<file path="src/rtl/evres_pkg.sv">
package evres_pkg;
  typedef enum logic [1:0] {
    RES_HOLD   = 2'd0,
    RES_SET    = 2'd1,
    RES_CLR    = 2'd2,
    RES_TOGGLE = 2'd3
  } res_mode_e;

  typedef enum logic [1:0] {
    SWP_NONE    = 2'd0,
    SWP_LO_DOWN = 2'd1,
    SWP_HI_DOWN = 2'd2,
    SWP_RSVD    = 2'd3
  } swap_mode_e;
endpackage

</file>
<file path="src/rtl/evres_lane.sv">
module evres_lane
  import evres_pkg::*;
#(
  parameter int NUM_EV = 16
) (
  input  logic              clk,
  input  logic              rst,
  input  logic [NUM_EV-1:0] ev_i,
  input  logic [NUM_EV-1:0] set_mask_i,
  input  logic [NUM_EV-1:0] clr_mask_i,
  input  logic [1:0]        swap_i,
  input  logic [1:0]        res_i,
  input  logic              down_lo_i,
  input  logic              down_hi_i,
  input  logic              halted_i,
  input  logic              wr_i,
  input  logic              wdata_i,
  output logic              out_o,
  output logic              conflict_o
);
  logic set_hit, clr_hit, swapped, nxt, out_q;

  always_comb begin
    set_hit = |(ev_i & set_mask_i);
    clr_hit = |(ev_i & clr_mask_i);
    case (swap_mode_e'(swap_i))
      SWP_LO_DOWN: swapped = down_lo_i;
      SWP_HI_DOWN: swapped = down_hi_i;
      default:     swapped = 1'b0;
    endcase
  end

  always_comb begin
    nxt = out_q;
    if (halted_i) begin
      if (wr_i) nxt = wdata_i;
    end else if (set_hit && clr_hit) begin
      case (res_mode_e'(res_i))
        RES_HOLD:   nxt = out_q;
        RES_SET:    nxt = ~swapped;
        RES_CLR:    nxt = swapped;
        RES_TOGGLE: nxt = ~out_q;
        default:    nxt = out_q;
      endcase
    end else if (set_hit) begin
      nxt = ~swapped;
    end else if (clr_hit) begin
      nxt = swapped;
    end
  end

  always_ff @(posedge clk) begin
    if (rst) out_q <= 1'b0;
    else     out_q <= nxt;
  end

  assign out_o      = out_q;
  assign conflict_o = ~halted_i & set_hit & clr_hit;

  assert_hold_R3: assert property (@(posedge clk) disable iff (rst)
    (!halted_i && !set_hit && !clr_hit) |=> $stable(out_q));

  assert_toggle_R6: assert property (@(posedge clk) disable iff (rst)
    (!halted_i && set_hit && clr_hit && res_i == 2'd3) |=> (out_q != $past(out_q)));

  assert_halt_ignore_R10: assert property (@(posedge clk) disable iff (rst)
    (halted_i && !wr_i) |=> $stable(out_q));
endmodule

</file>
<file path="src/rtl/evres_conflict.sv">
module evres_conflict #(
  parameter int NUM_OUT = 10
) (
  input  logic               clk,
  input  logic               rst,
  input  logic [NUM_OUT-1:0] conflict_i,
  input  logic [NUM_OUT-1:0] clr_i,
  input  logic [NUM_OUT-1:0] en_i,
  output logic [NUM_OUT-1:0] flag_o,
  output logic               irq_o
);
  logic [NUM_OUT-1:0] flag_q, flag_nxt;
  logic               irq_q;

  always_comb flag_nxt = (flag_q & ~clr_i) | conflict_i;

  always_ff @(posedge clk) begin
    if (rst) begin
      flag_q <= '0;
      irq_q  <= 1'b0;
    end else begin
      flag_q <= flag_nxt;
      irq_q  <= |(flag_nxt & en_i);
    end
  end

  assign flag_o = flag_q;
  assign irq_o  = irq_q;

  assert_sticky_R8: assert property (@(posedge clk) disable iff (rst)
    (conflict_i != '0) |=> ((flag_q & $past(conflict_i)) == $past(conflict_i)));

  assert_irq_has_flag_R9: assert property (@(posedge clk) disable iff (rst)
    irq_q |-> (flag_q != '0));
endmodule

</file>
<file path="src/rtl/event_output_resolver.sv">
module event_output_resolver #(
  parameter int NUM_OUT = 10,
  parameter int NUM_EV  = 16
) (
  input  logic                      clk,
  input  logic                      rst,
  input  logic [NUM_EV-1:0]         ev_i,
  input  logic [NUM_OUT*NUM_EV-1:0] set_mask_i,
  input  logic [NUM_OUT*NUM_EV-1:0] clr_mask_i,
  input  logic [2*NUM_OUT-1:0]      swap_mode_i,
  input  logic [2*NUM_OUT-1:0]      res_mode_i,
  input  logic                      down_lo_i,
  input  logic                      down_hi_i,
  input  logic                      halted_i,
  input  logic                      out_wr_i,
  input  logic [NUM_OUT-1:0]        out_wdata_i,
  input  logic [NUM_OUT-1:0]        conf_en_i,
  input  logic [NUM_OUT-1:0]        conf_clr_i,
  output logic [NUM_OUT-1:0]        out_o,
  output logic [NUM_OUT-1:0]        conf_flag_o,
  output logic                      conf_irq_o
);
  localparam int MODE_W = 2;

  logic [NUM_OUT-1:0] conflict;

  for (genvar n = 0; n < NUM_OUT; n++) begin : g_lane
    evres_lane #(.NUM_EV(NUM_EV)) u_lane (
      .clk        (clk),
      .rst        (rst),
      .ev_i       (ev_i),
      .set_mask_i (set_mask_i[n*NUM_EV +: NUM_EV]),
      .clr_mask_i (clr_mask_i[n*NUM_EV +: NUM_EV]),
      .swap_i     (swap_mode_i[n*MODE_W +: MODE_W]),
      .res_i      (res_mode_i[n*MODE_W +: MODE_W]),
      .down_lo_i  (down_lo_i),
      .down_hi_i  (down_hi_i),
      .halted_i   (halted_i),
      .wr_i       (out_wr_i),
      .wdata_i    (out_wdata_i[n]),
      .out_o      (out_o[n]),
      .conflict_o (conflict[n])
    );
  end

  evres_conflict #(.NUM_OUT(NUM_OUT)) u_conflict (
    .clk        (clk),
    .rst        (rst),
    .conflict_i (conflict),
    .clr_i      (conf_clr_i),
    .en_i       (conf_en_i),
    .flag_o     (conf_flag_o),
    .irq_o      (conf_irq_o)
  );

  assert_halt_no_flag_R10: assert property (@(posedge clk) disable iff (rst)
    halted_i |=> ((conf_flag_o & ~$past(conf_flag_o)) == '0));
endmodule

</file>
<file path="config.mk">
export PLATFORM = sky130hd
export DESIGN_NAME = event_output_resolver
export DESIGN_NICKNAME = d
export VERILOG_FILES = /design/src/rtl/evres_pkg.sv /design/src/rtl/evres_lane.sv /design/src/rtl/evres_conflict.sv /design/src/rtl/event_output_resolver.sv
export SDC_FILE = /design/constraint.sdc
export NUM_CORES = 1
export LEC_CHECK = 0
export ABC_CLOCK_PERIOD_IN_PS = 2900
export BUFFER_PORTS_ARGS = -buffer_cell sky130_fd_sc_hd__buf_2
export CAP_MARGIN = 15
export CORE_AREA = 2 2 169 171
export DETAILED_ROUTE_END_ITERATION = 6
export DIE_AREA = 0 0 171 173
export SLEW_MARGIN = 20
export SYNTH_ARGS = -nofsm -noshare
export SYNTH_HDL_FRONTEND = slang
export SYNTH_SLANG_ARGS = --single-unit
export TNS_END_PERCENT = 5
</file>
<file path="constraint.sdc">
create_clock -name clk -period 2.9 [get_ports clk]
set_input_delay 0.145 -clock clk [delete_from_list [all_inputs] [get_ports clk]]
set_output_delay 0.145 -clock clk [all_outputs]
set_load 0.02 [all_outputs]
</file>
Word level (Yosys, flattened, before mapping)
Cells that the tools add are included.

Register bits: 21. Input bits: 412. Output and inout bits: 21. Logic and storage cells: 269.

Equality and inequality tests: 61. Multiplexer cells: 70. Bitwise logic cells: 65. Reductions and logical operators: 61.

Operators by type and width (count): AND 16 bit (20); OR reduction 16 bit (20); equality test 2 bit (second input constant) (30); two-way mux 1 bit (50); equality test 2 x 1 -> 1 bit (second input constant) (20); nonzero test 4 bit (10); inequality test 3 bit (second input constant) (10); case mux 1 bit (3 select lines) (10); AND reduction 3 bit (10); NOT 1 bit (21); AND 1 bit (20); AND 10 bit (2); zero test 2 bit (10); case mux 1 bit (2 select lines) (10); logical AND 1 bit (10); NOT 10 bit (1); OR 10 bit (1); OR reduction 10 bit (1); inequality test 2 x 1 -> 1 bit (second input constant) (1).

Longest topological paths before layout
Depth after elaboration: 7. Gate-level depth with buffers: 8. Gate-level depth less buffers: 8.

Hierarchy
A second synthesis with hierarchy kept.

Cells, all modules: 510. Area total of the unflattened synthesis: 4164.0 um^2.

By module, submodules not included: evres_lane (times used 10, cells each 46, area an instance 370.4 um^2, sequential area each 20.0 um^2); evres_conflict (times used 1, cells each 50, area an instance 460.4 um^2, sequential area each 220.2 um^2).

Worst setup path before layout
Ideal clock, no wire load.

Kind: input port to flip-flop. Start: input ev_i[7]. End: register g_lane[4].u_lane.out_q. Library setup time: 0.088 ns. Data arrival time: 1.795 ns. Required time: 2.812 ns. Slack: 1.017 ns. Stages on the path: 8. Buffers on the path: 2. Cell sequence: buf_6 > buf_8 > a22oi_2 > nand2_1 > or4_4 > and2_0 > a2111o_1 > a311oi_2.

Longest elaborated chain between the ends: 5. Elaborated cells on any way between the ends: 11. Those cells by class: eq/ne: 1; mux: 3; bitwise: 2; reduce/logical: 5.

RTL lines: start: declaration (RTL line event_output_resolver.sv:7) `input logic [NUM_EV-1:0] ev_i,`; AND 16 bit, on equally long branches (RTL line evres_lane.sv:24, evres_lane.sv:25); OR reduction 16 bit, on equally long branches (RTL line evres_lane.sv:24, evres_lane.sv:25); logical AND 1 bit or two-way mux 1 bit (tied branches) (RTL line evres_lane.sv:37, evres_lane.sv:45); inequality test 3 bit (no source line) (tied with other cells); AND reduction 3 bit (no source line) or two-way mux 1 bit (tied branches); end signal: assignment (RTL line evres_lane.sv:54) `else out_q <= nxt;`; end: declaration (RTL line evres_lane.sv:21) `logic set_hit, clr_hit, swapped, nxt, out_q;`.

Parallel ways exist; a longest one is shown, timed or not. A chain may end at the register's enable or synchronous reset.

Worst setup path after layout
Start: input ev_i[2]. End: register g_lane[5].u_lane.out_q.

Longest elaborated chain between the ends: 5. Elaborated cells on any way between the ends: 11. Those cells by class: eq/ne: 1; mux: 3; bitwise: 2; reduce/logical: 5.

RTL lines (RTL line): AND 16 bit, on equally long branches (evres_lane.sv:24, evres_lane.sv:25); OR reduction 16 bit, on equally long branches (evres_lane.sv:24, evres_lane.sv:25); logical AND 1 bit or two-way mux 1 bit (tied branches) (evres_lane.sv:37, evres_lane.sv:45); inequality test 3 bit (no source line) (tied with other cells); AND reduction 3 bit (no source line) or two-way mux 1 bit (tied branches); end signal: assignment (evres_lane.sv:54); end: declaration (evres_lane.sv:21).

Parallel ways exist; a longest one is shown, timed or not.

==> run_results.csv <==
group,metric,value,unit
power_and_ir_drop,power_leakage,3.36,nW
yosys,syn_area_per_cell,7.69,sq um
die,top_level_ports,433,
clock_tree,numCtsBuffers,3,
detailed_routing,drt-pass1-iter-count,6,
die,die_area,29600,sq um
clock_tree,cts.repair_timing.setup_buffer_count,0,
hold_path,hold-path-cell-count,3,
global_routing,grt_pass1_wl,41400,um
timing,clock_skew,2.57,ps
critical_path,timing.critical_path.arrival,2370,ps
yosys,synth-main-ff-cell,"sky130_fd_sc_hd__dfxtp_1",
timing,relative_max_transition_margin,38.0,%
timing,setup_repair_after_global_routing_missed_its_margin,"false",
yosys,syn-instance-count,553,
clock_tree,cts.reportedPaths.clkPinSlew,70,ps
critical_path,crit_path_start_kind,"primary input",
place,dp_cells,1313,
job,drv_cap,0,
global_routing,antenna_found_initial,7,
run_status,run_status,"finished clean",
hold_path,hold_class,"in2reg",
yosys,synth.yosys.seq_area_share,9.89,%
detailed_routing,avgRoutedWirePerCell,22.7,um
critical_path,critical_path.reg2reg.startpoint,"u_conflict.flag_o[9]$_SDFF_PP0_",
die,placement_rows,61,
timing,timing.final.setup_violations,0,
final_layout,fillers,3153,
global_routing,gr-total-overflow,0,
yosys,mappedNetlistNets,985,
yosys,synth.cell_area,4250,sq um
yosys,most_area_consuming_cells_after_synthesis,"sky130_fd_sc_hd__a22oi_1 (13%), sky130_fd_sc_hd__dfxtp_1 (9.9%), sky130_fd_sc_hd__a221oi_1 (9.3%), sky130_fd_sc_hd__a22o_1 (9.1%), sky130_fd_sc_hd__ha_1 (5.9%)",
yosys,synthDominantAreaCellType,"sky130_fd_sc_hd__a22oi_1",
final_layout,layout_overhead_on_the_synthesized_area,55.0,%
timing,post-route-period-util,77.1,%
timing,finalCriticalPeriod,2240,ps
yosys,synth-warning-count,0,
final_layout,multi_input_gate_area_in_the_final_layout,3220,sq um
clock_tree,clock_latency,260,ps
critical_path,cells_along_the_critical_path,"buf_2 -> a22oi_1 -> nand2_1 -> or4_1 -> a2111oi_0 -> a2111o_1 -> a311oi_2",
hold_path,min_to,"g_lane[3].u_lane.out_o$_SDFFE_PP0P_",
global_routing,grt_max_degree,34,
timing,totalNegativeSetupSlack,0,ps
die,die_height,173,um
critical_path,worstRegToRegCells,6,
timing,final_max_slew_viol_count,0,
die,width_of_the_chip,171,um
detailed_routing,via_count,6843,
timing,tightest_slew,921,ps
critical_path,logic_depth_of_the_worst_setup_path_including_buffers,7,
critical_path,timing.setup.critical_path_class,"in2reg",
critical_path,critical_path_buf_inv_count,1,
critical_path,worst_setup_path_end_kind,"flop",
yosys,postSynthRegisterBits,21,
critical_path,timing.critical_path.required,3030,ps
yosys,synthDominantCellAreaShare,13.4,%
place,gp_congestion,0.936,
clock_tree,tritoncts,"done",
yosys,synth-edff-count,0,
global_routing,vias_in_the_first_global_route,6535,
final_layout,post-route-util,23.9,%
power_and_ir_drop,power.ir.vdd_worst,121,uV
critical_path,critical_path_cell_with_the_highest_stage_delay,"sky130_fd_sc_hd__or4_1",
detailed_routing,routed_wirelength,30100,um
die,floorplan.initialDensity,15.4,%
yosys,ys_types,46,
critical_path,biggest_cell_delay_along_the_critical_path,660,ps
place,port_buffers,432,
clock_tree,clk_path_buf_depth,2,
timing,max_freq,447,MHz
clock_tree,cts_num_sinks,21,
hold_path,min_from,"out_wdata_i[3]",
critical_path,regToRegEndpoint,"u_conflict.irq_o$_SDFF_PP0_",
global_routing,track_usage,18.8,%
place,place_ws,261,ps
timing,number_of_hold_slack_violations_in_the_final_timing_report,0,
place,place_hpwl,25100,um
timing,setup_slack,665,ps
critical_path,path_delay_family,"compound AO/OA/AOI/OAI gates",
clock_tree,cts.htree.levels,1,
final_layout,finish.net_count,1372,
clock_tree,post_cts_hold_buffer_count,0,
clock_tree,ctsResizeCount,0,
final_layout,layout_cell_share_with_drive_strength_beyond_1,49.1,%
critical_path,reg2reg_setup_slack,1490,ps
power_and_ir_drop,powerDensity,235,nW/um^2
die,core_area,27600,sq um
detailed_routing,routed_via_density,5.18,
detailed_routing,antenna_violating_nets_post_route,0,
detailed_routing,drtIter0Drc,707,
yosys,async_flop_share,0,%
critical_path,worst-path-max-fanout,20,
final_layout,ff_latch_area,420,sq um
detailed_routing,drc,0,
clock_tree,cts_root_buffer,"sky130_fd_sc_hd__clkbuf_16",
final_layout,layoutNonFillerInstCount,1322,
-- layer usage --
| layer | up-vias | wire length [um] | share of wire (%) | GRT usage [%] |
|---|---|---|---|---|
| li1 | 3035 | - | - | - |
| met1 | 3224 | 12300 | 41 | 23.8 |
| met2 | 491 | 14200 | 47 | 32.7 |
| met3 | 91 | 2440 | 8.1 | 2.49 |
| met4 | 2 | 1100 | 3.7 | 6.18 |
| met5 | - | 9 | 0.030 | 0 |
-- sequential cells by signal (all words and copies together), names as in the netlist --
name	flops
g_lane.u_lane.out_o	10
u_conflict.flag_o	10
u_conflict.irq_o	1
-- per-stage QoR --
step	power, mW	instance area (sq um)	hold WS, ps
finish	1.55	6590	154
detailed placement	1.23	6500	434
global route	1.65	6590	162
CTS	1.56	6580	144
global placement	1.22	6500	423
floorplan	0.793	4250	217
-- cell families after synthesis --
logic type / synth area share [%]
AO/OA/AOI/OAI: 50.4
AND/OR/NAND/NOR: 19.4
buffers and inverters: 14.5
flip-flops: 9.89
adder cells (fa/ha/maj): 5.88
-- power breakdown --
part	total [mW]	internal (mW)	switching, mW
registers	0.331	0.313	0.0176
clock network	0.316	0.188	0.127
logic	0.903	0.418	0.486
-- synthesized netlist by cell type, types with 8 or more instances --
cell type,number
sky130_fd_sc_hd__o211a_1,9
sky130_fd_sc_hd__a22o_1,44
sky130_fd_sc_hd__clkbuf_1,17
sky130_fd_sc_hd__dfxtp_1,21
sky130_fd_sc_hd__buf_4,11
sky130_fd_sc_hd__buf_6,22
sky130_fd_sc_hd__ha_1,20
sky130_fd_sc_hd__nor3_1,9
sky130_fd_sc_hd__nor4_1,18
sky130_fd_sc_hd__o21ai_0,13
sky130_fd_sc_hd__inv_1,42
sky130_fd_sc_hd__or3_1,8
sky130_fd_sc_hd__a21oi_1,10
sky130_fd_sc_hd__a22oi_1,76
sky130_fd_sc_hd__nor2_1,20
sky130_fd_sc_hd__a21o_1,10
sky130_fd_sc_hd__nand2_1,46
sky130_fd_sc_hd__a221oi_1,45
sky130_fd_sc_hd__and4_1,11
-- worst max path at each step --
| stage | from | to |
|---|---|---|
| 3_5_place_dp | ev_i[14] | u_conflict.irq_o$_SDFF_PP0_ |
| 3_3_place_gp | ev_i[14] | u_conflict.irq_o$_SDFF_PP0_ |
| 6_report | ev_i[2] | g_lane[5].u_lane.out_o$_SDFFE_PP0P_ |
| 5_1_grt | ev_i[14] | u_conflict.irq_o$_SDFF_PP0_ |
| 4_1_cts | ev_i[8] | u_conflict.irq_o$_SDFF_PP0_ |
| 2_1_floorplan | ev_i[7] | g_lane[4].u_lane.out_o$_SDFFE_PP0P_ |
-- layout by cell type, fill, tap and decap left out, types with 7 or more instances in the layout --
cell and count:
sky130_fd_sc_hd__a2111oi_0 7, sky130_fd_sc_hd__a21o_1 10, sky130_fd_sc_hd__a21oi_1 10, sky130_fd_sc_hd__a221oi_1 45, sky130_fd_sc_hd__a22o_1 44, sky130_fd_sc_hd__a22oi_1 76, sky130_fd_sc_hd__and4_1 11, sky130_fd_sc_hd__buf_2 432
sky130_fd_sc_hd__buf_4 9, sky130_fd_sc_hd__dfxtp_1 21, sky130_fd_sc_hd__ha_1 20, sky130_fd_sc_hd__inv_1 42, sky130_fd_sc_hd__nand2_1 46, sky130_fd_sc_hd__nand2b_1 7, sky130_fd_sc_hd__nor2_1 20, sky130_fd_sc_hd__nor2b_1 7
sky130_fd_sc_hd__nor3_1 9, sky130_fd_sc_hd__nor4_1 17, sky130_fd_sc_hd__o211a_1 9, sky130_fd_sc_hd__o21ai_0 13, sky130_fd_sc_hd__o22ai_1 7, sky130_fd_sc_hd__or3_1 8
-- final cells by class --
class                      instances  share of cell area, %
timing repair buffer             441                   33.8
inverter                          42                   2.39
sequential                        21                   6.38
tap                              378                   7.17
clock buffer                       4                   1.20
antenna                            5                  0.190
multi-input combinational        431                   48.9
-- worst reg2reg max path, delay by kind of cell (launching register included) --
family,cells,cell delay [ps]
flip-flops,1,330
AO/OA/AOI/OAI,4,670
AND/OR/NAND/NOR,2,270
(Power assumes the default switching activity.)
